**src/rtl/nic_pkg.sv**
```systemverilog
package nic_pkg;
  localparam int unsigned LVL_W = 3;
  typedef logic [LVL_W-1:0] lvl_t;

  localparam lvl_t LVL_RST = 3'b011;

  function automatic lvl_t prio_of(input int unsigned idx);
    return lvl_t'(idx % 4);
  endfunction

  function automatic logic lvl_gt(input lvl_t a, input lvl_t b);
    return $signed(a) > $signed(b);
  endfunction
endpackage

```
**src/rtl/nic_arbiter.sv**
```systemverilog
module nic_arbiter
  import nic_pkg::*;
#(
  parameter int unsigned N_REQ = 8,
  localparam int unsigned IDX_W = $clog2(N_REQ)
) (
  input  logic [N_REQ-1:0] req_i,
  input  lvl_t             cur_i,
  output logic             any_o,
  output logic [IDX_W-1:0] idx_o,
  output lvl_t             lvl_o
);
  logic [N_REQ-1:0] elig;

  for (genvar g = 0; g < N_REQ; g++) begin : g_elig
    assign elig[g] = req_i[g] && lvl_gt(prio_of(g), cur_i);
  end

  // descending scan with >= keeps the lowest index on ties
  always_comb begin
    any_o = 1'b0;
    idx_o = '0;
    lvl_o = '0;
    for (int i = N_REQ - 1; i >= 0; i--) begin
      if (elig[i] && (!any_o || !lvl_gt(lvl_o, prio_of(i)))) begin
        any_o = 1'b1;
        idx_o = IDX_W'(i);
        lvl_o = prio_of(i);
      end
    end
  end
endmodule

```
**src/rtl/nic_level_stack.sv**
```systemverilog
module nic_level_stack
  import nic_pkg::*;
#(
  parameter int unsigned DEPTH = 4,
  localparam int unsigned CNT_W = $clog2(DEPTH + 1),
  localparam int unsigned FLAT_W = DEPTH * LVL_W
) (
  input  logic              clk_i,
  input  logic              rst_ni,
  input  logic              push_i,
  input  lvl_t              push_lvl_i,
  input  logic              pop_i,
  input  logic              wr_i,
  input  lvl_t              wr_cur_i,
  input  logic              wr_empty_i,
  input  logic [FLAT_W-1:0] wr_slots_i,
  output lvl_t              cur_o,
  output logic [FLAT_W-1:0] slots_o,
  output logic              empty_o,
  output logic              ovf_o
);
  lvl_t             cur_q;
  lvl_t             slot_q [DEPTH];
  logic [CNT_W-1:0] depth_q;
  logic             ovf_q;
  logic             full;

  assign full = depth_q == CNT_W'(DEPTH);

  always_ff @(posedge clk_i or negedge rst_ni) begin
    if (!rst_ni) begin
      cur_q   <= LVL_RST;
      depth_q <= '0;
      ovf_q   <= 1'b0;
      for (int k = 0; k < DEPTH; k++) slot_q[k] <= '0;
    end else if (wr_i) begin
      cur_q   <= wr_cur_i;
      depth_q <= wr_empty_i ? '0 : CNT_W'(DEPTH);
      for (int k = 0; k < DEPTH; k++) slot_q[k] <= wr_slots_i[k*LVL_W +: LVL_W];
    end else if (push_i) begin
      cur_q     <= push_lvl_i;
      slot_q[0] <= cur_q;
      for (int k = 1; k < DEPTH; k++) slot_q[k] <= slot_q[k-1];
      if (full) ovf_q <= 1'b1;
      else      depth_q <= depth_q + 1'b1;
    end else if (pop_i && depth_q != '0) begin
      cur_q <= slot_q[0];
      for (int k = 0; k < DEPTH - 1; k++) slot_q[k] <= slot_q[k+1];
      slot_q[DEPTH-1] <= '0;
      depth_q <= depth_q - 1'b1;
    end
  end

  for (genvar g = 0; g < DEPTH; g++) begin : g_pack
    assign slots_o[g*LVL_W +: LVL_W] = slot_q[g];
  end

  assign cur_o   = cur_q;
  assign empty_o = depth_q == '0;
  assign ovf_o   = ovf_q;

  a_r8_ovf_sticky: assert property (@(posedge clk_i) disable iff (!rst_ni)
    ovf_o |=> ovf_o);
  a_r8_ovf_on_full_push: assert property (@(posedge clk_i) disable iff (!rst_ni)
    (push_i && !wr_i && full) |=> ovf_o);
  a_r6_push_clears_empty: assert property (@(posedge clk_i) disable iff (!rst_ni)
    (push_i && !wr_i) |=> !empty_o);
  a_r6_push_saves_level: assert property (@(posedge clk_i) disable iff (!rst_ni)
    (push_i && !wr_i) |=> (slots_o[LVL_W-1:0] == $past(cur_o)));
  a_r7_pop_restores: assert property (@(posedge clk_i) disable iff (!rst_ni)
    (pop_i && !push_i && !wr_i && !empty_o) |=> (cur_o == $past(slots_o[LVL_W-1:0])));
  a_r9_pop_empty_stable: assert property (@(posedge clk_i) disable iff (!rst_ni)
    (pop_i && !push_i && !wr_i && empty_o) |=> ($stable(cur_o) && $stable(slots_o) && empty_o));
endmodule

```
**src/rtl/nic_vec_file.sv**
```systemverilog
module nic_vec_file #(
  parameter int unsigned N_REQ = 8,
  parameter int unsigned VEC_W = 16,
  localparam int unsigned IDX_W = $clog2(N_REQ)
) (
  input  logic             clk_i,
  input  logic             we_i,
  input  logic [IDX_W-1:0] widx_i,
  input  logic [VEC_W-1:0] wdata_i,
  input  logic [IDX_W-1:0] ridx_i,
  output logic [VEC_W-1:0] rdata_o,
  input  logic [IDX_W-1:0] sidx_i,
  output logic [VEC_W-1:0] sdata_o
);
  logic [VEC_W-1:0] mem_q [N_REQ];

  // no reset value by definition
  always_ff @(posedge clk_i) begin
    if (we_i) mem_q[widx_i] <= wdata_i;
  end

  assign rdata_o = mem_q[ridx_i];
  assign sdata_o = mem_q[sidx_i];
endmodule

```
**src/rtl/nest_irq_ctrl.sv**
```systemverilog
module nest_irq_ctrl
  import nic_pkg::*;
#(
  parameter int unsigned N_REQ    = 8,
  parameter int unsigned VEC_W    = 16,
  parameter int unsigned ADDR_W   = 8,
  parameter int unsigned DEPTH    = 4,
  parameter int unsigned VEC_BASE = 32'h20,
  parameter int unsigned CTL_ADDR = 32'h28,
  parameter int unsigned SEL_ADDR = 32'h29
) (
  input  logic              clk_i,
  input  logic              rst_ni,
  input  logic [N_REQ-1:0]  ext_req_i,
  input  logic [N_REQ-1:0]  per_req_i,
  input  logic [ADDR_W-1:0] reg_addr_i,
  input  logic              reg_we_i,
  input  logic [VEC_W-1:0]  reg_wdata_i,
  output logic [VEC_W-1:0]  reg_rdata_o,
  input  logic              ack_ni,
  input  logic              reti_i,
  output logic              irq_o,
  output logic [VEC_W-1:0]  vec_o,
  output logic              vec_valid_o,
  output logic              ovf_o
);
  localparam int unsigned IDX_W  = $clog2(N_REQ);
  localparam int unsigned FLAT_W = DEPTH * LVL_W;
  localparam int unsigned CTL_W  = FLAT_W + LVL_W + 1;
  localparam logic [ADDR_W-1:0] VEC_A = ADDR_W'(VEC_BASE);
  localparam logic [ADDR_W-1:0] CTL_A = ADDR_W'(CTL_ADDR);
  localparam logic [ADDR_W-1:0] SEL_A = ADDR_W'(SEL_ADDR);

  logic [N_REQ-1:0]  sel_q;
  logic [N_REQ-1:0]  req;
  logic              ack_q;
  logic              ack_fall;
  logic              accept;
  logic              win_any;
  logic [IDX_W-1:0]  win_idx;
  lvl_t              win_lvl;
  logic [IDX_W-1:0]  svc_idx_q;
  logic              vld_q;
  logic              vec_hit, ctl_hit, sel_hit, ctl_we;
  logic [IDX_W-1:0]  reg_idx;
  logic [VEC_W-1:0]  vec_rd, svc_vec;
  lvl_t              cur;
  logic [FLAT_W-1:0] slots;
  logic              empty;
  logic [CTL_W-1:0]  ctl_word;

  // register decode
  assign vec_hit = (reg_addr_i >= VEC_A) && (reg_addr_i < VEC_A + ADDR_W'(N_REQ));
  assign ctl_hit = reg_addr_i == CTL_A;
  assign sel_hit = reg_addr_i == SEL_A;
  assign reg_idx = IDX_W'(reg_addr_i - VEC_A);
  assign ctl_we  = reg_we_i && ctl_hit;

  always_ff @(posedge clk_i or negedge rst_ni) begin
    if (!rst_ni)                 sel_q <= '0;
    else if (reg_we_i && sel_hit) sel_q <= reg_wdata_i[N_REQ-1:0];
  end

  for (genvar g = 0; g < N_REQ; g++) begin : g_src
    assign req[g] = sel_q[g] ? per_req_i[g] : ext_req_i[g];
  end

  nic_arbiter #(.N_REQ(N_REQ)) u_arb (
    .req_i (req),
    .cur_i (cur),
    .any_o (win_any),
    .idx_o (win_idx),
    .lvl_o (win_lvl)
  );

  // acknowledge edge
  always_ff @(posedge clk_i or negedge rst_ni) begin
    if (!rst_ni) ack_q <= 1'b1;
    else         ack_q <= ack_ni;
  end

  assign ack_fall = ack_q && !ack_ni;
  assign accept   = ack_fall && win_any && !ctl_we;

  always_ff @(posedge clk_i or negedge rst_ni) begin
    if (!rst_ni) begin
      svc_idx_q <= '0;
      vld_q     <= 1'b0;
    end else begin
      vld_q <= accept;
      if (accept) svc_idx_q <= win_idx;
    end
  end

  nic_level_stack #(.DEPTH(DEPTH)) u_stk (
    .clk_i      (clk_i),
    .rst_ni     (rst_ni),
    .push_i     (accept),
    .push_lvl_i (win_lvl),
    .pop_i      (reti_i),
    .wr_i       (ctl_we),
    .wr_cur_i   (reg_wdata_i[LVL_W-1:0]),
    .wr_empty_i (reg_wdata_i[LVL_W]),
    .wr_slots_i (reg_wdata_i[CTL_W-1:LVL_W+1]),
    .cur_o      (cur),
    .slots_o    (slots),
    .empty_o    (empty),
    .ovf_o      (ovf_o)
  );

  nic_vec_file #(.N_REQ(N_REQ), .VEC_W(VEC_W)) u_vec (
    .clk_i   (clk_i),
    .we_i    (reg_we_i && vec_hit),
    .widx_i  (reg_idx),
    .wdata_i (reg_wdata_i),
    .ridx_i  (reg_idx),
    .rdata_o (vec_rd),
    .sidx_i  (svc_idx_q),
    .sdata_o (svc_vec)
  );

  assign ctl_word = {slots, empty, cur};

  always_comb begin
    reg_rdata_o = '0;
    if (vec_hit)      reg_rdata_o = vec_rd;
    else if (ctl_hit) reg_rdata_o = VEC_W'(ctl_word);
    else if (sel_hit) reg_rdata_o = VEC_W'(sel_q);
  end

  assign irq_o       = win_any;
  assign vec_valid_o = vld_q;
  assign vec_o       = vld_q ? svc_vec : '0;

  a_r5_vec_one_shot: assert property (@(posedge clk_i) disable iff (!rst_ni)
    vec_valid_o |=> !vec_valid_o);
  a_r5_vec_after_fall: assert property (@(posedge clk_i) disable iff (!rst_ni)
    vec_valid_o |-> ($past(ack_q) && !$past(ack_ni)));
  a_r3_irq_above_level: assert property (@(posedge clk_i) disable iff (!rst_ni)
    irq_o |-> lvl_gt(win_lvl, cur));
  a_r11_no_accept_idle: assert property (@(posedge clk_i) disable iff (!rst_ni)
    (ack_fall && !irq_o && !ctl_we) |=> (!vec_valid_o && $stable(ctl_word)));
  a_r6_level_raised: assert property (@(posedge clk_i) disable iff (!rst_ni)
    accept |=> (cur == $past(win_lvl)));
endmodule

```
**config.mk**
```make
export PLATFORM = sky130hd
export DESIGN_NAME = nest_irq_ctrl
export DESIGN_NICKNAME = d
export VERILOG_FILES = /design/src/rtl/nic_pkg.sv /design/src/rtl/nic_arbiter.sv /design/src/rtl/nic_level_stack.sv /design/src/rtl/nic_vec_file.sv /design/src/rtl/nest_irq_ctrl.sv
export SDC_FILE = /design/constraint.sdc
export NUM_CORES = 1
export LEC_CHECK = 0
export BUFFER_PORTS_ARGS = -buffer_cell sky130_fd_sc_hd__buf_2
export CAP_MARGIN = 20
export CORE_UTILIZATION = 48
export CTS_BUF_LIST = sky130_fd_sc_hd__clkbuf_16
export CTS_CLUSTER_SIZE = 8
export DETAILED_ROUTE_END_ITERATION = 12
export HOLD_SLACK_MARGIN = 0.05
export PLACE_DENSITY = 0.67
export REMOVE_ABC_BUFFERS = 1
export SYNTH_ARGS = -nofsm -noshare
export SYNTH_HDL_FRONTEND = slang
export SYNTH_SLANG_ARGS = --single-unit
export TNS_END_PERCENT = 20
```
**constraint.sdc**
```tcl
create_clock -name clk_i -period 4.3 [get_ports clk_i]
set_input_delay 0 -clock clk_i [delete_from_list [all_inputs] [get_ports clk_i]]
set_output_delay 0 -clock clk_i [all_outputs]
set_load 0.03 [all_outputs]
```
==> Word level (Yosys, flattened, before mapping) <==
Memories as Yosys holds them, arrays and structs flattened.
Cells that the tools add are included.
{ "op_classes": {"n_addsub": 3, "mul": 0, "div": 0, "n_lt_le_gt_ge": 13, "n_eq_ne": 4, "shifts": 0, "n_mux": 49, "bitwise_logic": 1, "n_reduce_logical": 51} }
{ "op_table": {"columns": ["op", "n"], "rows": [
  ["$mux 16", 3],
  ["$mux 3", 16],
  ["$mux 12", 3],
  ["$logic_and 1x1->1", 23],
  ["$mux 1", 18],
  ["$eq 8x6->1 const B", 2],
  ["$logic_not 1->1", 16],
  ["$mux 2", 8],
  ["$ge 8x6->1 const B", 1],
  ["$gt 2x1->1 const B", 4],
  ["$lt 8x6->1 const B", 1],
  ["$mux 8", 1],
  ["$logic_or 1x1->1", 7],
  ["$gt 2x2->1 const B", 3],
  ["$gt 3x3->1 const A", 2],
  ["$reduce_bool 3->1", 2],
  ["$sub 3x1->3 const B", 2],
  ["$add 3x1->3 const B", 1],
  ["$eq 3x3->1 const B", 1],
  ["$gt 1x3->1 const A", 1],
  ["$gt 2x3->1 const A", 1],
  ["$logic_not 3->1", 1],
  ["$ne 3x3->1 const B", 1],
  ["$reduce_and 3->1", 1],
  ["other kinds (2)", 2]
]} }
{ "totals": {"reg_bits": 32, "latch_bits": 0, "mem_bits_rw": 128, "mem_bits_ro": 0, "input_bits": 45, "mem_count": 1} }
{ "mem_list": {"columns": ["name", "words", "word_bits", "rd", "rd_clocked_by_memory_dff", "write_ports", "line", "text"], "rows": [
  ["u_vec.mem_q", 8, 16, 2, 0, 1, "nic_vec_file.sv:15", "logic [VEC_W-1:0] mem_q [N_REQ];"]
]} }

==> Logic depth before layout (Yosys ltp) <==
{ "depth": {"word_depth": 42, "mapped_depth": 13, "depth_no_buf": 11} }

==> Cells and area by module <==
From an unflattened synthesis, not the netlist that was laid out.
{ "hier_totals": {"cells_unflattened": 485, "area_unflattened_um2": 8311.7} }
{ "by_module_without_submodules": {"columns": ["module", "n_inst", "cells_each", "area_per_inst_um2", "seq_area_each_um2"], "rows": [
  ["nic_vec_file", 1, 255, 6044.5, 3843.7],
  ["nic_level_stack", 1, 109, 1151.1, 478.0],
  ["nest_irq_ctrl", 1, 95, 955.9, 326.6],
  ["nic_arbiter", 1, 26, 160.2, 0.0]
]} }

==> Worst setup path after synthesis <==
No wires, ideal clock.
{ "synth_path": {"kind": "in2reg", "startpoint": "in reg_addr_i[4]", "endpoint": "mem u_vec.mem_q[0][0], enable pin", "setup_time_ns": 0.409, "t_arrival_ns": 2.481, "path_slack_ns": 1.409, "path_stages": 6, "path_cell_list": "nor4b_1 nor2b_1 clkbuf_1 buf_1 nand2_1 nor3_1"} }
{ "synth_via": {"elab_chain_cells": 5, "elab_cells_between_ends": 6, "classes_between": "order compare: 2; mux: 2; reduce/logical: 2"} }
{ "synth_rtl": {"columns": ["element", "line", "text"], "rows": [
  ["start: declaration", "nest_irq_ctrl.sv:16", "input logic [ADDR_W-1:0] reg_addr_i,"],
  ["$ge 8x6->1 or $lt 8x6->1 (tied branches)", "nest_irq_ctrl.sv:53", "assign vec_hit = (reg_addr_i >= VEC_A) && (reg_addr_i < VEC_A + ADDR_W'(N_REQ));"],
  ["$logic_and 1x1->1 *", "nest_irq_ctrl.sv:53", null],
  ["$logic_and 1x1->1 *", "nest_irq_ctrl.sv:113", ".we_i (reg_we_i && vec_hit),"],
  ["$mux 1 *", "nic_vec_file.sv:19", "if (we_i) mem_q[widx_i] <= wdata_i;"],
  ["$mux 1 (not written as such) *", "nic_vec_file.sv:19", null],
  ["end: declaration", "nic_vec_file.sv:15", null]
]} }
Mark *: on every way between the ends. The rest lies on a longest branch, timed or not.

==> Worst setup path after layout <==
{ "layout_path": {"startpoint": "reg u_stk.cur_q[2] (netlist: u_stk.cur_o[2])", "endpoint": "reg u_stk.depth_q[2]"} }
{ "layout_via": {"elab_chain_cells": 42, "elab_cells_between_ends": 69, "classes_between": "order compare: 11; eq/ne: 1; mux: 17; reduce/logical: 40"} }
{ "layout_rtl": {"columns": ["element", "line", "text"], "rows": [
  ["start: declaration", "nic_level_stack.sv:22", "lvl_t cur_q;"],
  ["start signal: assignment", "nic_level_stack.sv:37", "cur_q <= wr_cur_i;"],
  ["start signal: assignment", "nic_level_stack.sv:41", "cur_q <= push_lvl_i;"],
  ["start signal: assignment", "nic_level_stack.sv:47", "cur_q <= slot_q[0];"],
  ["$gt 3x3->1", "nic_pkg.sv:12", "return $signed(a) > $signed(b);"],
  ["$logic_and 1x1->1", "nic_arbiter.sv:16", "assign elig[g] = req_i[g] && lvl_gt(prio_of(g), cur_i);"],
  ["$mux 2", "nic_arbiter.sv:25", "if (elig[i] && (!any_o || !lvl_gt(lvl_o, prio_of(i)))) begin"],
  ["$gt 2x2->1", "nic_pkg.sv:12", null],
  ["$logic_not 1->1", "nic_arbiter.sv:25", null],
  ["$logic_or 1x1->1", "nic_arbiter.sv:25", null],
  ["$logic_and 1x1->1", "nic_arbiter.sv:25", null],
  ["$mux 2", "nic_arbiter.sv:25", null],
  ["[... 26 more ...]", null, null],
  ["$logic_not 1->1", "nic_arbiter.sv:25", null],
  ["$logic_or 1x1->1", "nic_arbiter.sv:25", null],
  ["$logic_and 1x1->1", "nic_arbiter.sv:25", null],
  ["$mux 1 *", "nic_arbiter.sv:25", null],
  ["$logic_and 1x1->1 * (2 in series)", "nest_irq_ctrl.sv:83", "assign accept = ack_fall && win_any && !ctl_we;"],
  ["via accept", "nest_irq_ctrl.sv:38", "logic accept;"],
  ["$ne 3x3->1 (no line) (tied with other cells)", null, null],
  ["$reduce_and 2->1 (no line) or $mux 3 (tied branches)", null, null],
  ["end signal: assignment", "nic_level_stack.sv:38", "depth_q <= wr_empty_i ? '0 : CNT_W'(DEPTH);"],
  ["end signal: assignment", "nic_level_stack.sv:45", "else depth_q <= depth_q + 1'b1;"],
  ["end signal: assignment", "nic_level_stack.sv:50", "depth_q <= depth_q - 1'b1;"],
  ["end: declaration", "nic_level_stack.sv:24", "logic [CNT_W-1:0] depth_q;"]
]} }
Mark *: on every way through the listed nets, which the timed path passes. The rest lies on a longest branch.
A chain may end at the register's enable or synchronous reset.

==> flow_summary.toml <==
[synth]
syn_area_mm2 = 0.00792
synth-seq-cells = 160
synth_warnings = 0
yosysMostFrequentCell = "edfxtp_1"
yosys-top-cells-count = "128 x edfxtp_1, 64 x mux4_2, 52 x mux2i_1"
ys_top_cells_by_area = "edfxtp_1 49%, mux4_2 18%, dfrtp_1 9.2%"
async_reset_ff_frac = 0.200
synth_ff_type = "edfxtp_1"
syn_avg_cell_area_um2 = 15.7
synth_seq_area_share = 0.587
synthCells = 506
yosys.area.top_type = "edfxtp_1"
synth_edf_count = 128
synth_top_area_frac = 0.485
ys_types = 45

[finish]
nets = 651
final_cells = 834
fill_cells = 1248
area_growth_pct = 18.1
drive_gt1_frac = 0.351
antenna_cells_inserted = 0

[status]
status = "complete, no violations"

[placed_design]
detailed_place_hpwl_mm = 13.1
port-buffer-count = 79
gp_congestion = 0.898
dp_cells = 783

[clock_tree]
htreeDepth = 4
cts_root_buf = "clkbuf_16"
path_clk_slew_ns = 0.06
cts-resized-gates = 0
cts.path.max_buffers = 2
cts_tree = "yes"
clock_sinks = 160
worst_skew_pair.late_latency_ns = 0.43
cts_buffers = 17

[grt]
grt_pass1_vias = 5258
grt_usage = 0.250
overflow = 0
antenna_found_initial = 0
grt_start_max_net_pins = 34
grt_pass1_wl_mm = 30.0

[routing]
viasPerCell = 6.03
vias = 5029
dr.pass1.iters = 5
drt_iter0_drc = 343
ant_nets = 0
drc = 0
routed_wl_mm = 19.9
routedWlPerCell_um = 23.9

[setup_path]
end_kind = "flop"
cpMaxStageDelayCell = "dfrtp_1"
startpoint_type = "flop"
cpPeakStageDelay_ns = 0.49
path_max_fanout = 15
timing.critical_path.buf_inv = 1
criticalPathCategory = "reg -> reg"
required_ns = 4.65
crit_arrival_ns = 3.50
path_cells = "and3b_2 -> o22ai_1 -> or4_4 -> nand2_1 -> nor2_1 -> inv_1 -> fa_1 -> nand4_1 -> nor2b_1 -> a221oi_1 -> a2bb2oi_1"
crit_family = "simple AND/OR/NAND/NOR gates"

[floorplan]
core_mm2 = 0.0160
rows = 46
die_w_um = 130
start_util = 0.495
die-area_mm2 = 0.0170
die_h_um = 130
ios = 80

[sta]
worst_slew_pin_slew_ns = 0.963
max_slew_margin = 0.356
finalHoldViolations = 0
max_clock_freq_mhz = 317
slew_viol_final = 0
holdWs_ns = 0.190
setup_viol = 0
fin_crit_sh = 0.733
clock_skew_ns = 0.00369
fin_crit_ns = 3.15
rsz0062_at_grt = "no"
fin_setup_tns_ns = 0

[hold_path]
min_path_type = "in -> async"

[pwr]
p_int_mw = 3.19
leakagePower_nw = 3.43
power_mw = 4.49
clkPwrFrac = 0.335
swShare = 0.290
power.density_mw_per_mm2 = 480
peakVddDrop_v = 0.000333
p_sw_mw = 1.30
pwr-share-seq = 0.444
combPwrFrac = 0.221

[job]
maxCapViolCount = 0
[per-layer routing]
metal,routed length (um),global-route usage
met5,0,0
met4,457,0.108
met3,1030,0.0517
met2,10300,0.414
met1,8170,0.323
[placed cells by master, fill, tap and decap left out, types with 3 or more instances in the layout]
cell,count
a21oi_1,33
a221oi_1,8
a31oi_1,3
buf_2,79
buf_4,18
bufinv_16,3
clkbuf_16,17
clkinvlp_4,5
dfrtp_1,27
dfstp_2,3
dlygate4sd3_1,19
edfxtp_1,128
inv_1,4
mux2_2,12
mux2i_1,52
mux4_2,64
nand2_1,29
nand2b_1,5
nand3_1,6
nor2_1,22
nor2b_1,20
nor3_2,3
o21ai_0,20
o22ai_1,3
[stage by stage]
step / area [um2] / worst slack [ns] / util
finish: 9350 / 1.15 / 0.585
global route: 9350 / 0.956 / 0.585
CTS: 9350 / 1.18 / 0.585
detailed placement: 8570 / 1.20 / 0.536
global placement: 8570 / 1.39 / 0.536
floorplan: 7750 / 1.32 / -
[area by class of cell]
type,instances,area [um2],area share
clock inverters,15,170,0.0182
flip-flops and latches,160,4650,0.497
inverters,3,11.3,0.00120
repair buffers,116,721,0.0770
well taps,216,270,0.0289
clock buffers,17,425,0.0455
multi-input cells,307,3110,0.332
[logic make-up (layout without fill, tap and decap cells)]
logic type | count (synthesis) | count (layout) | share of synthesized area
compound gates | 79 | 79 | 0.0597
mux | 128 | 128 | 0.265
fa+ha+maj | 1 | 1 | 0.00253
flops | 160 | 160 | 0.587
buf+inv | 39 | 151 | 0.0232
simple gates | 99 | 99 | 0.0632
[worst reg2reg max path: cells and delay by family (launching register included)]
family                   cells  cell delay (ns)
adder cells (fa/ha/maj)      1             0.49
buffers and inverters        1             0.12
flip-flops                   1             0.49
AND/OR/NAND/NOR              6             1.32
AO/OA/AOI/OAI                3             0.67
[sequential cells by signal, indices dropped and copies added (netlist names)]
name           flops
u_stk.slots_o     12
u_stk.cur_o        3
ack_q              1
u_vec.mem_q      128
vec_valid_o        1
u_stk.depth_q      3
sel_q              8
svc_idx_q          3
u_stk.ovf_o        1
[worst paths after layout]
check                           depth (start not counted)           start  slack (ns)                 end
max in group asynchronous                               2          rst_ni        3.58        svc_idx_q[0]
worst min-delay path                                    2          rst_ni        0.19            sel_q[5]
min in group clk_i                                      3        reg_we_i        0.20  u_vec.mem_q[4][15]
worst max-delay path                                   11  u_stk.cur_o[2]        1.15    u_stk.depth_q[2]
worst max register to register                         11  u_stk.cur_o[2]        1.15    u_stk.depth_q[2]
worst min register to register                          1     u_stk.ovf_o        0.53         u_stk.ovf_o
[repair_timing]
item	in CTS	in global routing
buffers inserted	0	0
hold buffers	19	0
hold endpoints to repair	182	0
[power by group through the flow]
stage / combinational (mW) / clock, mW / sequential, mW
floorplan: 0.701 / 0 / 1.97
global placement: 0.966 / 0 / 2.02
detailed placement: 0.979 / 0 / 2.03
CTS: 0.998 / 1.53 / 1.99
global route: 1.06 / 1.59 / 2.02
finish: 0.992 / 1.51 / 1.99
No activity file was read; power rests on OpenSTA's default activity.
